===== src/rtl/vel_capture.sv =====
module vel_capture #(
  parameter int VEL_W = 16,
  parameter int POS_W = 32,
  parameter int TMR_W = 16
) (
  input  logic             clk,
  input  logic             rst_n,
  input  logic             cnt_pulse,
  input  logic             cnt_dir,
  input  logic [POS_W-1:0] pos_in,
  input  logic [TMR_W-1:0] win_reload,
  input  logic [VEL_W-1:0] lim_hi,
  input  logic [VEL_W-1:0] lim_lo,
  input  logic [2:0]       evt_mask,
  input  logic [2:0]       evt_clr,
  output logic [VEL_W-1:0] vel_cap,
  output logic [POS_W-1:0] pos_cap,
  output logic             cap_dir,
  output logic [2:0]       evt_stat,
  output logic             irq
);

  localparam logic [VEL_W-1:0] VEL_MAX = {VEL_W{1'b1}};

  logic [TMR_W-1:0] tmr;
  logic             tmr_live;
  logic [VEL_W-1:0] vel_cnt;
  logic             last_dir;
  logic             chk_now;
  logic             cap_now;
  logic [2:0]       evt_set;

  assign cap_now = tmr_live && (tmr == '0);
  assign evt_set = {chk_now && (vel_cap > lim_hi),
                    chk_now && (vel_cap < lim_lo),
                    cap_now};
  assign irq = |(evt_stat & ~evt_mask);

  always_ff @(posedge clk) begin
    if (!rst_n) begin
      tmr      <= '0;
      tmr_live <= 1'b0;
    end else if (!tmr_live || cap_now) begin
      tmr      <= win_reload;
      tmr_live <= 1'b1;
    end else begin
      tmr <= tmr - TMR_W'(1);
    end
  end

  always_ff @(posedge clk) begin
    if (!rst_n) begin
      vel_cnt  <= '0;
      last_dir <= 1'b0;
    end else begin
      if (cap_now)
        vel_cnt <= VEL_W'(cnt_pulse);
      else if (cnt_pulse && vel_cnt != VEL_MAX)
        vel_cnt <= vel_cnt + VEL_W'(1);
      if (cnt_pulse)
        last_dir <= cnt_dir;
    end
  end

  always_ff @(posedge clk) begin
    if (!rst_n) begin
      vel_cap  <= '0;
      pos_cap  <= '0;
      cap_dir  <= 1'b0;
      chk_now  <= 1'b0;
      evt_stat <= '0;
    end else begin
      if (cap_now) begin
        vel_cap <= vel_cnt;
        pos_cap <= pos_in;
        cap_dir <= last_dir;
      end
      chk_now  <= cap_now;
      evt_stat <= (evt_stat & ~evt_clr) | evt_set;
    end
  end


  tmr_step_chk: assert property (@(posedge clk) disable iff (!rst_n)
    (tmr_live && tmr != '0) |=> (tmr == $past(tmr) - TMR_W'(1)));


  vel_sat_chk: assert property (@(posedge clk) disable iff (!rst_n)
    (vel_cnt == VEL_MAX && cnt_pulse && !cap_now) |=> (vel_cnt == VEL_MAX));


  cap_load_chk: assert property (@(posedge clk) disable iff (!rst_n)
    cap_now |=> (evt_stat[0] && vel_cap == $past(vel_cnt) && pos_cap == $past(pos_in)));


  over_flag_chk: assert property (@(posedge clk) disable iff (!rst_n)
    (chk_now && vel_cap > lim_hi) |=> evt_stat[2]);


  sticky_chk: assert property (@(posedge clk) disable iff (!rst_n)
    (|evt_stat) |=> ((evt_stat & $past(evt_stat & ~evt_clr)) == $past(evt_stat & ~evt_clr)));


  mask_all_chk: assert property (@(posedge clk) disable iff (!rst_n)
    (&evt_mask) |-> !irq);

endmodule


===== config.mk =====
export PLATFORM = sky130hd
export DESIGN_NAME = vel_capture
export DESIGN_NICKNAME = d
export VERILOG_FILES = /design/src/rtl/vel_capture.sv
export SDC_FILE = /design/constraint.sdc
export NUM_CORES = 1
export LEC_CHECK = 0
export ABC_AREA = 1
export BUFFER_PORTS_ARGS = -buffer_cell sky130_fd_sc_hd__buf_2
export CAP_MARGIN = 15
export CORE_UTILIZATION = 46
export DETAILED_ROUTE_END_ITERATION = 6
export PLACE_DENSITY = 0.76
export SLEW_MARGIN = 25
export SYNTH_ARGS = -nofsm -noshare
export SYNTH_HDL_FRONTEND = slang
export SYNTH_SLANG_ARGS = --single-unit
export TNS_END_PERCENT = 100

===== constraint.sdc =====
create_clock -name clk -period 1.4 [get_ports clk]
set_input_delay 0.28 -clock clk [delete_from_list [all_inputs] [get_ports clk]]
set_output_delay 0.28 -clock clk [all_outputs]
set_load 0.1 [all_outputs]

==> impl_results.html, run 1 <==
<table>
<tr><th>Metric</th><th>Value</th></tr>
<tr><th colspan="2">Timing</th></tr>
<tr><td>Worst clock skew on the final layout</td><td>roughly 0.022 ns</td></tr>
<tr><td>TNS Setup</td><td>-6.08 ns</td></tr>
<tr><td>Post-layout minimum cycle time</td><td>about 1.6 ns</td></tr>
<tr><td>Final count of pins violating max slew</td><td>0</td></tr>
<tr><td>Transition time at the pin with the least slew margin</td><td>0.387 ns</td></tr>
<tr><td>Hold Violations, Final</td><td>0</td></tr>
<tr><td>RSZ-0062 raised after global routing</td><td>yes</td></tr>
<tr><td>Maximum achievable frequency</td><td>0.643 GHz</td></tr>
<tr><td>Tightest hold margin</td><td>0.0861 ns</td></tr>
<tr><td>Period utilisation layout</td><td>1.11</td></tr>
<tr><td>Worst slew margin relative to its limit</td><td>0.740</td></tr>
<tr><td>Setup slack after layout</td><td>-0.154 ns</td></tr>
<tr><td>Setup Viol. Count Final</td><td>64</td></tr>
<tr><th colspan="2">Floorplan</th></tr>
<tr><td>Die Ht</td><td>101 um</td></tr>
<tr><td>Area of the die</td><td>10100 sq um</td></tr>
<tr><td>Horizontal die dimension</td><td>101 um</td></tr>
<tr><td>Number of placed I/O pins</td><td>approximately 140</td></tr>
<tr><td>Standard-cell rows</td><td>35</td></tr>
<tr><td>Core outline area</td><td>9330 sq um</td></tr>
<tr><td>Initial Util</td><td>0.480</td></tr>
<tr><th colspan="2">Synthesis</th></tr>
<tr><td>Post-synthesis instance total</td><td>632</td></tr>
<tr><td>Number of synthesized flops with an enable pin</td><td>0</td></tr>
<tr><td>Xor and xnor fraction of the mapped netlist area</td><td>0.0313</td></tr>
<tr><td>Cell types with the largest area share after synthesis</td><td>dfxtp_1 39%, nand2_1 17%, ha_1 9.2%, inv_1 6.3%, nor2_1 4.5%</td></tr>
<tr><td>Dominant combinational cell family by area after synthesis</td><td>simple AND/OR/NAND/NOR gates</td></tr>
<tr><td>Fraction of synthesized cell area taken by the top area cell type</td><td>0.389</td></tr>
<tr><td>Sequential element share of the synthesized area</td><td>0.389</td></tr>
<tr><td>Most used standard cell by instance count after synthesis</td><td>nand2_1</td></tr>
<tr><td>Number of library cell types mapped by synthesis</td><td>34</td></tr>
<tr><td>Synth Area in Compound Gates</td><td>0.0968</td></tr>
<tr><td>Number of synthesized register bits</td><td>87</td></tr>
<tr><td>Avg Cell Area, Syn</td><td>7.08 sq um</td></tr>
<tr><td>Prevailing post-synth register cell</td><td>dfxtp_1</td></tr>
<tr><td>Number of nets in the synthesized netlist</td><td>755</td></tr>
<tr><td>Mapped cell area</td><td>4470 sq um</td></tr>
<tr><td>Yosys Warn Count</td><td>0</td></tr>
<tr><td>Portion of netlist area occupied by mux cells</td><td>0</td></tr>
<tr><td>Arithmetic-cell share of the synthesized area counting full adders, half adders and majority gates</td><td>0.0923</td></tr>
<tr><td>Synth async-reset ratio</td><td>0</td></tr>
<tr><td>Cell types with the highest counts after synthesis</td><td>200 x nand2_1, 87 x dfxtp_1, 75 x inv_1</td></tr>
<tr><td>Basic-gate share of the synthesized area counting and, or, nand and nor cells</td><td>0.299</td></tr>
<tr><td>Largest area contributor in the netlist</td><td>dfxtp_1</td></tr>
<tr><th colspan="2">Drt</th></tr>
<tr><td>Detailed-route vias per instance</td><td>5.04</td></tr>
<tr><td>Detailed Routing Iterations Pass 1</td><td>5</td></tr>
<tr><td>Via count</td><td>4899</td></tr>
<tr><td>Final routed DRC violation total</td><td>0</td></tr>
<tr><td>Final antenna-violating net count</td><td>0</td></tr>
<tr><td>Detailed Route Iter0 Violations</td><td>335</td></tr>
<tr><td>Wire length per cell after detailed routing</td><td>14.0 um</td></tr>
<tr><td>Routed wire length</td><td>13600 um</td></tr>
<tr><th colspan="2">CTS</th></tr>
<tr><td>Hold bufs inserted after CTS</td><td>0</td></tr>
<tr><td>CTS Root Cell</td><td>clkbuf_8</td></tr>
<tr><td>Maximum clock insertion buffer count</td><td>2</td></tr>
<tr><td>Clock tree from TritonCTS</td><td>built</td></tr>
<tr><td>Register clock-pin slew on the reported worst setup and hold paths</td><td>roughly 0.11 ns</td></tr>
<tr><td>CTS H-Tree Depth</td><td>3</td></tr>
<tr><td>Num CTS Buffers</td><td>9</td></tr>
<tr><td>CTS Sinks</td><td>between 80 and 90</td></tr>
<tr><td>Insertion delay of the later-clocked pin in the worst-skew pair</td><td>0.37 ns</td></tr>
<tr><th colspan="2">GRT</th></tr>
<tr><td>Antenna violations before repair</td><td>0</td></tr>
<tr><td>First-pass GRT wire length</td><td>19400 um</td></tr>
<tr><td>Grt ovf</td><td>0</td></tr>
<tr><td>Via count of the first global-routing pass</td><td>4516</td></tr>
<tr><td>Total routing usage reported by global routing</td><td>0.240</td></tr>
<tr><td>Maximum number of pins on one net before global-route repair</td><td>43</td></tr>
<tr><th colspan="2">Hold path</th></tr>
<tr><td>Type of the most critical hold path</td><td>in -&gt; reg</td></tr>
<tr><th colspan="2">Placement</th></tr>
<tr><td># placed instances</td><td>roughly 940</td></tr>
<tr><td>Number of buffer cells added on primary ports</td><td>approximately 140</td></tr>
<tr><td>Worst setup timing slack at the placement stage</td><td>-0.115 ns</td></tr>
<tr><td>Final Wtd Congestion</td><td>0.949</td></tr>
<tr><td>Total half-perimeter wirelength after legalization and detailed placement</td><td>8980 um</td></tr>
<tr><td>DP Area</td><td>slightly below 6000 sq um</td></tr>
<tr><th colspan="2">Critical path</th></tr>
<tr><td>Cell type of the slowest stage on the worst timing path</td><td>dfxtp_2</td></tr>
<tr><td>Worst Path Buf+Inv</td><td>1</td></tr>
<tr><td>Startpoint class of the critical path</td><td>register</td></tr>
<tr><td>Peak per-stage delay on the critical path</td><td>0.37 ns</td></tr>
<tr><td>Largest delay contributor family on the critical path</td><td>simple AND/OR/NAND/NOR gates</td></tr>
<tr><td>Critical path, cell by cell</td><td>nor2_4 -&gt; nand4_4 -&gt; nor2_4 -&gt; nand3_2 -&gt; nor3_4 -&gt; buf_12 -&gt; nand2_1 -&gt; nand2_1</td></tr>
<tr><td>Crit Path Category</td><td>reg -&gt; reg</td></tr>
<tr><td>Crit path max fanout</td><td>26</td></tr>
<tr><td>CP endpoint kind</td><td>register</td></tr>
<tr><td>Required time reported for the critical path endpoint</td><td>1.71 ns</td></tr>
<tr><td>Arrival time of the worst setup path</td><td>1.86 ns</td></tr>
<tr><th colspan="2">Cells and area</th></tr>
<tr><td>Inserted Diodes</td><td>0</td></tr>
<tr><td>Post-Layout Inst Area</td><td>6950 sq um</td></tr>
<tr><td>Area added between synthesis and finish</td><td>55.4%</td></tr>
<tr><td>Share of post-route cells with drive strength above 1</td><td>0.463</td></tr>
<tr><td>Cell Count, Final, Fillers Out</td><td>972</td></tr>
<tr><td>Final Core Density</td><td>0.746</td></tr>
<tr><td>Number of nets at the end of the flow</td><td>961</td></tr>
<tr><th colspan="2">Pwr</th></tr>
<tr><td>Design Power</td><td>5.31 mW</td></tr>
<tr><td>Largest vdd supply drop</td><td>0.000575 V</td></tr>
<tr><td>Static leakage</td><td>3.31 nW</td></tr>
<tr><td>Ratio of total power to cell area</td><td>764 nW/um^2</td></tr>
<tr><th colspan="2">Run</th></tr>
<tr><td>Max-Cap Viols</td><td>0</td></tr>
<tr><th colspan="2">Outcome</th></tr>
<tr><td>Outcome</td><td>finished, violations left</td></tr>
<tr><td>Violations in the final reports</td><td>setup timing</td></tr>
</table>
where the power goes:
group / internal [mW] / switching (mW)
Sequential: 2.50 / 0.0706
Clock: 0.682 / 1.01
Combinational: 0.483 / 0.567
Total: 3.67 / 1.65
cell usage in the layout (no fill, tap or decap), types with 7 or more instances in the layout:
master,instances
nand2_1,183
buf_4,99
buf_2,89
inv_1,69
dfxtp_1,51
nor2_1,33
nand2_2,25
o21ai_1,23
a21oi_1,21
dfxtp_4,20
ha_1,17
ha_4,16
dfxtp_2,16
a21oi_2,15
buf_6,15
nor2_4,13
nor2_2,12
xor2_1,12
o21ai_2,12
nand3_1,11
nor3_1,10
clkbuf_8,9
inv_2,7
o21ai_0,7
buf_12,7
what timing repair did:
| action | 4_1_cts | 5_1_grt |
|---|---|---|
| gates cloned | 1 | 4 |
| buffers inserted | 8 | 8 |
| pin swaps | 8 | 38 |
| endpoints found under the setup margin | 119 | 86 |
| resized for setup | 78 | 113 |
cell families (layout without fill, tap and decap cells):
kind of cell               after synthesis  count (layout)
AOI/OAI and AO/OA                       84              84
xor gates and xnor gates                16              16
adders and majority gates               33              33
buffers and inverters                   99             310
DFF                                     87              87
and+or+nand+nor                        313             313
worst register-to-register path: stages (launching register included):
cell	delay, ns
dfxtp_2	0.37
nor2_4	0.16
nand4_4	0.13
nor2_4	0.15
nand3_2	0.10
nor3_4	0.23
buf_12	0.21
nand2_1	0.08
nand2_1	0.06
worst paths after layout:
kind                                                from                  endpoint  slack [ns]  depth (start not counted)
worst max-delay path                   tmr[8]$_SDFF_PN0_  pos_cap[22]$_SDFFE_PN0P_       -0.15                          8
worst min-delay path                          pos_in[20]  pos_cap[20]$_SDFFE_PN0P_        0.09                          3
worst max register to register         tmr[8]$_SDFF_PN0_  pos_cap[22]$_SDFFE_PN0P_       -0.15                          8
worst min register to register  pos_cap[19]$_SDFFE_PN0P_  pos_cap[19]$_SDFFE_PN0P_        0.46                          2
flip-flops by register name, indices dropped and copies added, names as in the netlist:
| name | cells |
|---|---|
| vel_cnt | 16 |
| chk_now | 1 |
| tmr | 16 |
| last_dir | 1 |
| evt_stat | 3 |
| cap_dir | 1 |
| pos_cap | 32 |
| tmr_live | 1 |
| vel_cap | 16 |
layout make-up:
type,count,area (sq um)
inverter,81,317
multi-input combinational,446,2900
tap,129,161
timing repair buffer,213,1550
clock inverter,7,66.3
sequential,87,1840
fill,679,2370
clock buffer,9,124
layer usage:
layer  global-route usage  wire length [um]
met2                0.440              7130
met4               0.0892               346
met1                0.277              5500
met5                    0                 0
met3               0.0444               661
Note: power is estimated with default switching activity, not from simulation.
==> run 2, diff against run 1 <==
==> constraint.sdc (replaced) <==
create_clock -name clk -period 1.3 [get_ports clk]
set_input_delay 0.26 -clock clk [delete_from_list [all_inputs] [get_ports clk]]
set_output_delay 0.26 -clock clk [all_outputs]
set_load 0.1 [all_outputs]
==> impl_results.html, run 2 (synthesized netlist as in run 1, its figures left out) <==
<table>
<tr><th>Metric</th><th>Value</th></tr>
<tr><th colspan="2">Cells and area</th></tr>
<tr><td>Post-Layout Inst Area</td><td>8490 sq um (+22%)</td></tr>
<tr><td>Area added between synthesis and finish</td><td>89.7%</td></tr>
<tr><td>Cell Count, Final, Fillers Out</td><td>1004 (+3.3%)</td></tr>
<tr><td>Number of nets at the end of the flow</td><td>993 (+3.3%)</td></tr>
<tr><td>Top reg by flops</td><td>pos_cap</td></tr>
<tr><td>Share of post-route cells with drive strength above 1</td><td>0.558 (+0.0951)</td></tr>
<tr><td>Inserted Diodes</td><td>0 (unchanged)</td></tr>
<tr><td>Most common cell after layout, fill and taps aside</td><td>nand2_1</td></tr>
<tr><td>Commonest cells after routing, fill and taps aside</td><td>151 x nand2_1, 89 x buf_2, 68 x inv_1</td></tr>
<tr><td>Number of flip-flops under the largest register name</td><td>32 (unchanged)</td></tr>
<tr><th colspan="2">Critical path</th></tr>
<tr><td>Crit path max fanout</td><td>7 (-73%)</td></tr>
<tr><td>R2r endpoint</td><td>vel_cnt[2]$_SDFFE_PP0P_</td></tr>
<tr><td>Required time reported for the critical path endpoint</td><td>1.54 ns (-0.17 ns)</td></tr>
<tr><td>Worst R2R Start</td><td>vel_cnt[7]$_SDFFE_PP0P_</td></tr>
<tr><td>Arrival time of the worst setup path</td><td>2.29 ns (+0.43 ns)</td></tr>
<tr><td>Cell type of the slowest stage on the worst timing path</td><td>nand4_1</td></tr>
<tr><td>Peak per-stage delay on the critical path</td><td>0.41 ns (+0.04 ns)</td></tr>
<tr><td>Reg2Reg Setup Slack</td><td>-0.75 ns (-0.59 ns)</td></tr>
<tr><td>Crit path from</td><td>vel_cnt[7]$_SDFFE_PP0P_</td></tr>
<tr><td>CP endpoint kind</td><td>register</td></tr>
<tr><td>Length in cells of the worst reg-to-reg path</td><td>7 (-1)</td></tr>
<tr><td>Crit Path Category</td><td>reg -&gt; reg</td></tr>
<tr><td>Startpoint class of the critical path</td><td>register</td></tr>
<tr><td>Critical path, cell by cell</td><td>nand4_1 -&gt; nor2_4 -&gt; nand3_2 -&gt; nand2_4 -&gt; buf_6 -&gt; nor3_1 -&gt; nor2_1</td></tr>
<tr><td>Worst setup path end</td><td>vel_cnt[2]$_SDFFE_PP0P_</td></tr>
<tr><th colspan="2">Floorplan</th></tr>
<tr><td>Area of the die</td><td>10100 sq um (unchanged)</td></tr>
<tr><td>Initial Util</td><td>0.480 (unchanged)</td></tr>
<tr><td>Die Ht</td><td>101 um (unchanged)</td></tr>
<tr><td>Core outline area</td><td>9330 sq um (unchanged)</td></tr>
<tr><td>Standard-cell rows</td><td>35 (unchanged)</td></tr>
<tr><td>Number of placed I/O pins</td><td>143 (unchanged)</td></tr>
<tr><td>Horizontal die dimension</td><td>101 um (unchanged)</td></tr>
<tr><th colspan="2">CTS</th></tr>
<tr><td>Hold bufs inserted after CTS</td><td>0 (unchanged)</td></tr>
<tr><td>CTS Sinks</td><td>87 (unchanged)</td></tr>
<tr><td>Maximum clock insertion buffer count</td><td>2 (unchanged)</td></tr>
<tr><td>Num CTS Buffers</td><td>9 (unchanged)</td></tr>
<tr><td>Register clock-pin slew on the reported worst setup and hold paths</td><td>0.11 ns (about the same)</td></tr>
<tr><td>Insertion delay of the later-clocked pin in the worst-skew pair</td><td>0.39 ns (+0.02 ns)</td></tr>
<tr><td>CTS H-Tree Depth</td><td>3 (unchanged)</td></tr>
<tr><td>CTS Root Cell</td><td>clkbuf_8</td></tr>
<tr><td>Clock tree from TritonCTS</td><td>built</td></tr>
<tr><th colspan="2">Placement</th></tr>
<tr><td># placed instances</td><td>958 (+2.4%)</td></tr>
<tr><td>Number of buffer cells added on primary ports</td><td>142 (unchanged)</td></tr>
<tr><td>Final Wtd Congestion</td><td>0.887 (-6.6%)</td></tr>
<tr><td>Total half-perimeter wirelength after legalization and detailed placement</td><td>10500 um (+17%)</td></tr>
<tr><td>DP Area</td><td>7010 sq um (+18%)</td></tr>
<tr><th colspan="2">Timing</th></tr>
<tr><td>Transition time at the pin with the least slew margin</td><td>0.469 ns (+0.0825 ns)</td></tr>
<tr><td>Setup slack after layout</td><td>-0.749 ns (-0.594 ns)</td></tr>
<tr><td>Worst slew margin relative to its limit</td><td>0.686 (-0.0539)</td></tr>
<tr><td>Maximum achievable frequency</td><td>0.488 GHz (-24%)</td></tr>
<tr><td>Post-layout minimum cycle time</td><td>2.05 ns (+0.494 ns)</td></tr>
<tr><td>Worst clock skew on the final layout</td><td>0.0201 ns (-0.00206 ns)</td></tr>
<tr><td>Period utilisation layout</td><td>1.58 (+0.466)</td></tr>
<tr><td>Setup Viol. Count Final</td><td>92 (+44%)</td></tr>
<tr><td>Final count of pins violating max slew</td><td>0 (unchanged)</td></tr>
<tr><td>RSZ-0062 raised after global routing</td><td>yes</td></tr>
<tr><td>Hold Violations, Final</td><td>0 (unchanged)</td></tr>
<tr><th colspan="2">Drt</th></tr>
<tr><td>Detailed-route vias per instance</td><td>6.00 (+19%)</td></tr>
<tr><td>Final antenna-violating net count</td><td>0 (unchanged)</td></tr>
<tr><td>Detailed Route Iter0 Violations</td><td>659 (+97%)</td></tr>
<tr><td>Wire length per cell after detailed routing</td><td>22.8 um (+63%)</td></tr>
<tr><td>Routed wire length</td><td>22900 um (+68%)</td></tr>
<tr><td>Detailed Routing Iterations Pass 1</td><td>6 (+1)</td></tr>
<tr><td>Final routed DRC violation total</td><td>0 (unchanged)</td></tr>
<tr><td>Via count</td><td>6024 (+23%)</td></tr>
<tr><th colspan="2">GRT</th></tr>
<tr><td>Met3 layer usage reported by global route</td><td>0.0527 (+0.00832)</td></tr>
<tr><td>Met2 global-route usage</td><td>0.661 (+0.221)</td></tr>
<tr><td>First-pass GRT wire length</td><td>26200 um (+35%)</td></tr>
<tr><td>Via count of the first global-routing pass</td><td>5531 (+22%)</td></tr>
<tr><td>Total routing usage reported by global routing</td><td>0.339 (+0.0985)</td></tr>
<tr><td>GR peak layer</td><td>met2</td></tr>
<tr><td>Grt ovf</td><td>0 (unchanged)</td></tr>
<tr><td>Global routing usage on met1</td><td>0.328 (+0.0508)</td></tr>
<tr><td>Antenna violations before repair</td><td>2 (+2)</td></tr>
<tr><td>Maximum number of pins on one net before global-route repair</td><td>19 (-56%)</td></tr>
<tr><th colspan="2">Pwr</th></tr>
<tr><td>Design Power</td><td>6.29 mW (+18%)</td></tr>
<tr><td>Largest vdd supply drop</td><td>0.000579 V (+0.71%)</td></tr>
<tr><td>Ratio of total power to cell area</td><td>741 nW/um^2 (-3.0%)</td></tr>
<tr><td>Static leakage</td><td>3.88 nW (+17%)</td></tr>
<tr><th colspan="2">Outcome</th></tr>
<tr><td>Outcome</td><td>finished, violations left</td></tr>
<tr><td>Violations in the final reports</td><td>setup timing</td></tr>
<tr><th colspan="2">Hold path</th></tr>
<tr><td>Type of the most critical hold path</td><td>in -&gt; reg</td></tr>
<tr><th colspan="2">Run</th></tr>
<tr><td>Max-Cap Viols</td><td>0 (unchanged)</td></tr>
</table>
[run 2: what timing repair did]
| action | 4_1_cts | 5_1_grt |
|---|---|---|
| gates resized for setup | 132 | 123 |
| gates cloned | 6 | 6 |
| setup endpoints to repair | 92 | 98 |
| buffers inserted | 16 | 11 |
| pin swaps | 41 | 45 |
[run 2: layout make-up]
type,instances,area [sq um]
clock buffer,10,149
timing repair buffer,244,2640
inverter,81,329
fill,317,840
timing repair inverter,1,11.3
clock inverter,6,48.8
multi-input combinational,446,3310
tap,129,161
sequential,87,1840
[run 2: power breakdown]
group	internal, mW	total, mW	switching [mW]
combinational	0.677	1.48	0.801
sequential	2.69	2.79	0.0926
clock	0.842	2.03	1.19
[run 2: worst min-delay path by stage]
stage | start | endpoint | cells past startpoint
finish | evt_clr[0] | evt_stat[0]$_SDFF_PN0_ | 2
global route | evt_clr[0] | evt_stat[0]$_SDFF_PN0_ | 2
CTS | evt_clr[0] | evt_stat[0]$_SDFF_PN0_ | 2
global placement | tmr[0]$_SDFF_PN0_ | tmr[0]$_SDFF_PN0_ | 1
detailed placement | evt_clr[0] | evt_stat[0]$_SDFF_PN0_ | 2
floorplan | rst_n | tmr_live$_SDFFE_PN0P_ | 1
[run 2: worst max-delay path, delay by kind of cell, from the launching register on]
kind / cells / cell delay [ns]
flip-flops: 1 / 0.39
AND/OR/NAND/NOR: 6 / 1.35
buffers and inverters: 1 / 0.15
[run 2: layer usage]
| metal | routed length (um) | vias up |
|---|---|---|
| met5 | 27 | - |
| met4 | 2510 | 4 |
| met3 | 2060 | 241 |
| met2 | 11100 | 546 |
| met1 | 7220 | 2762 |
| li1 | - | 2471 |
[run 2: through the flow]
stage,hold WS [ns],TNS [ns],setup WS [ns],utilization
finish,0.0378,-30.10,-0.749,0.910
global route,0.0511,-37.07,-0.757,0.910
CTS,0.0524,-10.33,-0.166,0.846
detailed placement,0.443,-9.16,-0.187,0.751
global placement,0.438,-4.89,-0.116,0.751
floorplan,0.350,-5.45,-0.164,-
==> run 3, diff against run 2 <==
--- a/config.mk
+++ b/config.mk
@@ -8,9 +8,10 @@
 export ABC_AREA = 1
 export BUFFER_PORTS_ARGS = -buffer_cell sky130_fd_sc_hd__buf_2
 export CAP_MARGIN = 15
-export CORE_UTILIZATION = 46
+export CORE_UTILIZATION = 48
+export CTS_BUF_LIST = sky130_fd_sc_hd__clkbuf_8
 export DETAILED_ROUTE_END_ITERATION = 6
-export PLACE_DENSITY = 0.76
+export PLACE_DENSITY = 0.79
 export SLEW_MARGIN = 25
 export SYNTH_ARGS = -nofsm -noshare
 export SYNTH_HDL_FRONTEND = slang
==> impl_results.html, run 3 (synthesized netlist as in run 1, its figures left out) <==
<table>
<tr><th>Metric</th><th>Value</th></tr>
<tr><th colspan="2">Pwr</th></tr>
<tr><td>Static leakage</td><td>3.75 nW (-3.4%)</td></tr>
<tr><td>Net Switching</td><td>1.98 mW (-4.8%)</td></tr>
<tr><td>Sequential cell fraction of total power</td><td>0.461 (+0.018)</td></tr>
<tr><td>Internal Power</td><td>4.04 mW (-4.1%)</td></tr>
<tr><td>Clock group share of total power</td><td>0.311 (-0.011)</td></tr>
<tr><td>Ratio of total power to cell area</td><td>725 nW/um^2 (-2.2%)</td></tr>
<tr><td>Logic gate share of total power</td><td>0.227 (-0.008)</td></tr>
<tr><td>Fraction of power spent switching nets</td><td>0.329 (-0.00162)</td></tr>
<tr><td>Design Power</td><td>6.01 mW (-4.4%)</td></tr>
<tr><td>Largest vdd supply drop</td><td>0.000870 V (+50%)</td></tr>
<tr><th colspan="2">Critical path</th></tr>
<tr><td>CP endpoint kind</td><td>register</td></tr>
<tr><td>Length in cells of the worst reg-to-reg path</td><td>9 (+2)</td></tr>
<tr><td>Crit path max fanout</td><td>9 (+2)</td></tr>
<tr><td>Worst Path Buf+Inv</td><td>2 (+1)</td></tr>
<tr><td>Worst R2R Start</td><td>tmr[7]$_SDFF_PN0_</td></tr>
<tr><td>Critical path, cell by cell</td><td>nor2_4 -&gt; nand4_4 -&gt; nor2_4 -&gt; nand3_2 -&gt; nor3_4 -&gt; buf_6 -&gt; clkbuf_16 -&gt; nand2_1 -&gt; nand2_1</td></tr>
<tr><td>R2r endpoint</td><td>pos_cap[25]$_SDFFE_PN0P_</td></tr>
<tr><td>Required time reported for the critical path endpoint</td><td>1.63 ns (+0.09 ns)</td></tr>
<tr><td>Peak per-stage delay on the critical path</td><td>0.38 ns (-0.03 ns)</td></tr>
<tr><td>Reg2Reg Setup Slack</td><td>-0.32 ns (+0.43 ns)</td></tr>
<tr><td>Crit Path Category</td><td>reg -&gt; reg</td></tr>
<tr><td>Arrival time of the worst setup path</td><td>1.95 ns (-0.34 ns)</td></tr>
<tr><td>Cell type of the slowest stage on the worst timing path</td><td>dfxtp_2</td></tr>
<tr><td>Startpoint class of the critical path</td><td>register</td></tr>
<tr><td>Largest delay contributor family on the critical path</td><td>simple AND/OR/NAND/NOR gates</td></tr>
<tr><th colspan="2">Cells and area</th></tr>
<tr><td>Post-Layout Inst Area</td><td>8300 sq um (-2.2%)</td></tr>
<tr><td>Area taken by flip-flops and latches</td><td>1840 sq um (about the same)</td></tr>
<tr><td>Area added between synthesis and finish</td><td>85.5%</td></tr>
<tr><td>Number of nets at the end of the flow</td><td>1006 (+1.3%)</td></tr>
<tr><td>Most common cell after layout, fill and taps aside</td><td>nand2_1</td></tr>
<tr><td>FILL cells</td><td>278 (-12%)</td></tr>
<tr><td>Number of flip-flops under the largest register name</td><td>32 (unchanged)</td></tr>
<tr><td>Commonest cells after routing, fill and taps aside</td><td>155 x nand2_1, 89 x buf_2, 73 x buf_4</td></tr>
<tr><td>Footprint of the multi-input gates</td><td>3150 sq um (-4.8%)</td></tr>
<tr><td>Final Core Density</td><td>0.933 (+0.0233)</td></tr>
<tr><td>Share of post-route cells with drive strength above 1</td><td>0.550 (-0.00816)</td></tr>
<tr><td>Top reg by flops</td><td>pos_cap</td></tr>
<tr><th colspan="2">Timing</th></tr>
<tr><td>Period utilisation layout</td><td>1.25 (-0.328)</td></tr>
<tr><td>Transition time at the pin with the least slew margin</td><td>0.407 ns (-0.0627 ns)</td></tr>
<tr><td>Setup Viol. Count Final</td><td>97 (+5.4%)</td></tr>
<tr><td>Worst slew margin relative to its limit</td><td>0.727 (+0.0407)</td></tr>
<tr><td>Worst clock skew on the final layout</td><td>0.0154 ns (-0.00472 ns)</td></tr>
<tr><td>Final count of pins violating max slew</td><td>0 (unchanged)</td></tr>
<tr><td>Setup slack after layout</td><td>-0.322 ns (+0.427 ns)</td></tr>
<tr><td>RSZ-0062 raised after global routing</td><td>yes</td></tr>
<tr><td>Hold Violations, Final</td><td>0 (unchanged)</td></tr>
<tr><td>Maximum achievable frequency</td><td>0.617 GHz (+26%)</td></tr>
<tr><td>Post-layout minimum cycle time</td><td>1.62 ns (-0.427 ns)</td></tr>
<tr><th colspan="2">Drt</th></tr>
<tr><td>Final antenna-violating net count</td><td>0 (unchanged)</td></tr>
<tr><td>Routed wire length</td><td>22700 um (-0.92%)</td></tr>
<tr><td>Wire length per cell after detailed routing</td><td>22.8 um (-0.22%)</td></tr>
<tr><td>Detailed Routing Iterations Pass 1</td><td>7 (+1)</td></tr>
<tr><td>Detailed Route Iter0 Violations</td><td>560 (-15%)</td></tr>
<tr><td>Final routed DRC violation total</td><td>12 (+12)</td></tr>
<tr><td>Detailed-route vias per instance</td><td>6.09 (+1.5%)</td></tr>
<tr><td>Via count</td><td>6070 (+0.76%)</td></tr>
<tr><th colspan="2">Floorplan</th></tr>
<tr><td>Die Ht</td><td>98.5 um (-2.1%)</td></tr>
<tr><td>Horizontal die dimension</td><td>98.5 um (-2.1%)</td></tr>
<tr><td>Standard-cell rows</td><td>34 (-2.9%)</td></tr>
<tr><td>Number of placed I/O pins</td><td>143 (unchanged)</td></tr>
<tr><td>Initial Util</td><td>0.503 (+0.0236)</td></tr>
<tr><td>Core outline area</td><td>8890 sq um (-4.7%)</td></tr>
<tr><td>Area of the die</td><td>9710 sq um (-4.1%)</td></tr>
<tr><th colspan="2">GRT</th></tr>
<tr><td>Total routing usage reported by global routing</td><td>0.362 (+0.0230)</td></tr>
<tr><td>First-pass GRT wire length</td><td>27100 um (+3.6%)</td></tr>
<tr><td>Antenna violations before repair</td><td>1 (-1)</td></tr>
<tr><td>Via count of the first global-routing pass</td><td>5820 (+5.2%)</td></tr>
<tr><td>Maximum number of pins on one net before global-route repair</td><td>33 (+14)</td></tr>
<tr><td>Grt ovf</td><td>0 (unchanged)</td></tr>
<tr><th colspan="2">CTS</th></tr>
<tr><td>Insertion delay of the later-clocked pin in the worst-skew pair</td><td>0.39 ns (about the same)</td></tr>
<tr><td>Num CTS Buffers</td><td>9 (unchanged)</td></tr>
<tr><td>Hold bufs inserted after CTS</td><td>0 (unchanged)</td></tr>
<tr><td>Register clock-pin slew on the reported worst setup and hold paths</td><td>0.11 ns (about the same)</td></tr>
<tr><td>CTS Sinks</td><td>87 (unchanged)</td></tr>
<tr><td>CTS Root Cell</td><td>clkbuf_8</td></tr>
<tr><td>Clock tree from TritonCTS</td><td>built</td></tr>
<tr><td>CTS H-Tree Depth</td><td>3 (unchanged)</td></tr>
<tr><td>Maximum clock insertion buffer count</td><td>2 (unchanged)</td></tr>
<tr><th colspan="2">Outcome</th></tr>
<tr><td>Violations in the final reports</td><td>DRC, setup timing</td></tr>
<tr><td>Outcome</td><td>finished, violations left</td></tr>
<tr><th colspan="2">Hold path</th></tr>
<tr><td>WHS Endpoint</td><td>pos_cap[13]$_SDFFE_PN0P_</td></tr>
<tr><td>Number of cells on the worst hold path</td><td>3 (+1)</td></tr>
<tr><td>Type of the most critical hold path</td><td>in -&gt; reg</td></tr>
<tr><td>Startpoint of the lowest-slack hold path</td><td>pos_in[13]</td></tr>
<tr><th colspan="2">Placement</th></tr>
<tr><td>Total half-perimeter wirelength after legalization and detailed placement</td><td>10300 um (-1.4%)</td></tr>
<tr><td>Number of buffer cells added on primary ports</td><td>142 (unchanged)</td></tr>
<tr><td>Final Wtd Congestion</td><td>0.939 (+5.9%)</td></tr>
<tr><td>DP Area</td><td>7010 sq um (about the same)</td></tr>
<tr><th colspan="2">Run</th></tr>
<tr><td>Max-Cap Viols</td><td>0 (unchanged)</td></tr>
</table>
run 3: cell count changes in the layout (fill, tap and decap cells not counted), sizes merged:
| cell | previous run | this run |
|---|---|---|
| buf | 238 | 255 |
| clkbuf | 16 | 12 |
| clkinvlp | 0 | 1 |
| diode | 0 | 1 |
| inv | 84 | 83 |
run 3: layout make-up:
type	count	area share
inverters	81	0.0388
clock buffers	9	0.0149
multi-input cells	446	0.380
clock inverters	7	0.00663
repair buffers	258	0.321
diodes	1	0.000302
flip-flops and latches	87	0.222
well taps	108	0.0163
run 3: worst max-delay path by stage:
stage | start | end | slack [ns] | cells past startpoint
final | tmr[7]$_SDFF_PN0_ | pos_cap[25]$_SDFFE_PN0P_ | -0.32 | 9
after global routing | vel_cap[12]$_SDFFE_PN0P_ | evt_stat[1]$_SDFF_PN0_ | -0.46 | 6
after CTS | tmr[4]$_SDFF_PN0_ | pos_cap[20]$_SDFFE_PN0P_ | -0.16 | 9
after global placement | tmr[5]$_SDFF_PN0_ | pos_cap[11]$_SDFFE_PN0P_ | -0.11 | 8
after floorplan | evt_stat[0]$_SDFF_PN0_ | irq | -0.16 | 2
after detailed placement | tmr[5]$_SDFF_PN0_ | pos_cap[21]$_SDFFE_PN0P_ | -0.19 | 8
run 3: repair_timing:
action,4_1_cts,5_1_grt
buffers inserted,19,13
pin swaps,41,30
cloned,5,4
gates resized for setup,115,100
setup endpoints to repair,95,98
run 3: power groups by stage:
stage               sequential [mW]  combinational [mW]  clock, mW
floorplan                      2.85               0.447          0
global placement               2.80               0.897          0
detailed placement             2.81               0.950          0
CTS                            2.76                1.14       1.79
global route                   2.78                1.43       1.96
finish                         2.78                1.37       1.87
run 3: through the flow:
| step | hold slack [ns] | TNS, ns | instances | worst slack [ns] |
|---|---|---|---|---|
| floorplan | 0.350 | -5.45 | 632 | -0.164 |
| global route | 0.0620 | -25.35 | 997 | -0.457 |
| finish | 0.0536 | -19.92 | 997 | -0.322 |
| detailed placement | 0.448 | -9.86 | 942 | -0.191 |
| CTS | 0.0510 | -9.35 | 982 | -0.158 |
| global placement | 0.437 | -5.07 | 942 | -0.110 |
run 3: routing by layer:
layer | vias to the layer above | global-route usage | routed length [um]
met2 | 528 | 0.713 | 11500
li1 | 2497 | - | -
met1 | 2826 | 0.342 | 7040
met4 | 0 | 0.237 | 2260
met5 | - | 0 | 0
met3 | 219 | 0.0596 | 1900
run 3: tightest hold or removal path, stage by stage:
cell and delay (ns):
buf_2 0.08, nand2_1 0.04, nand2_1 0.05
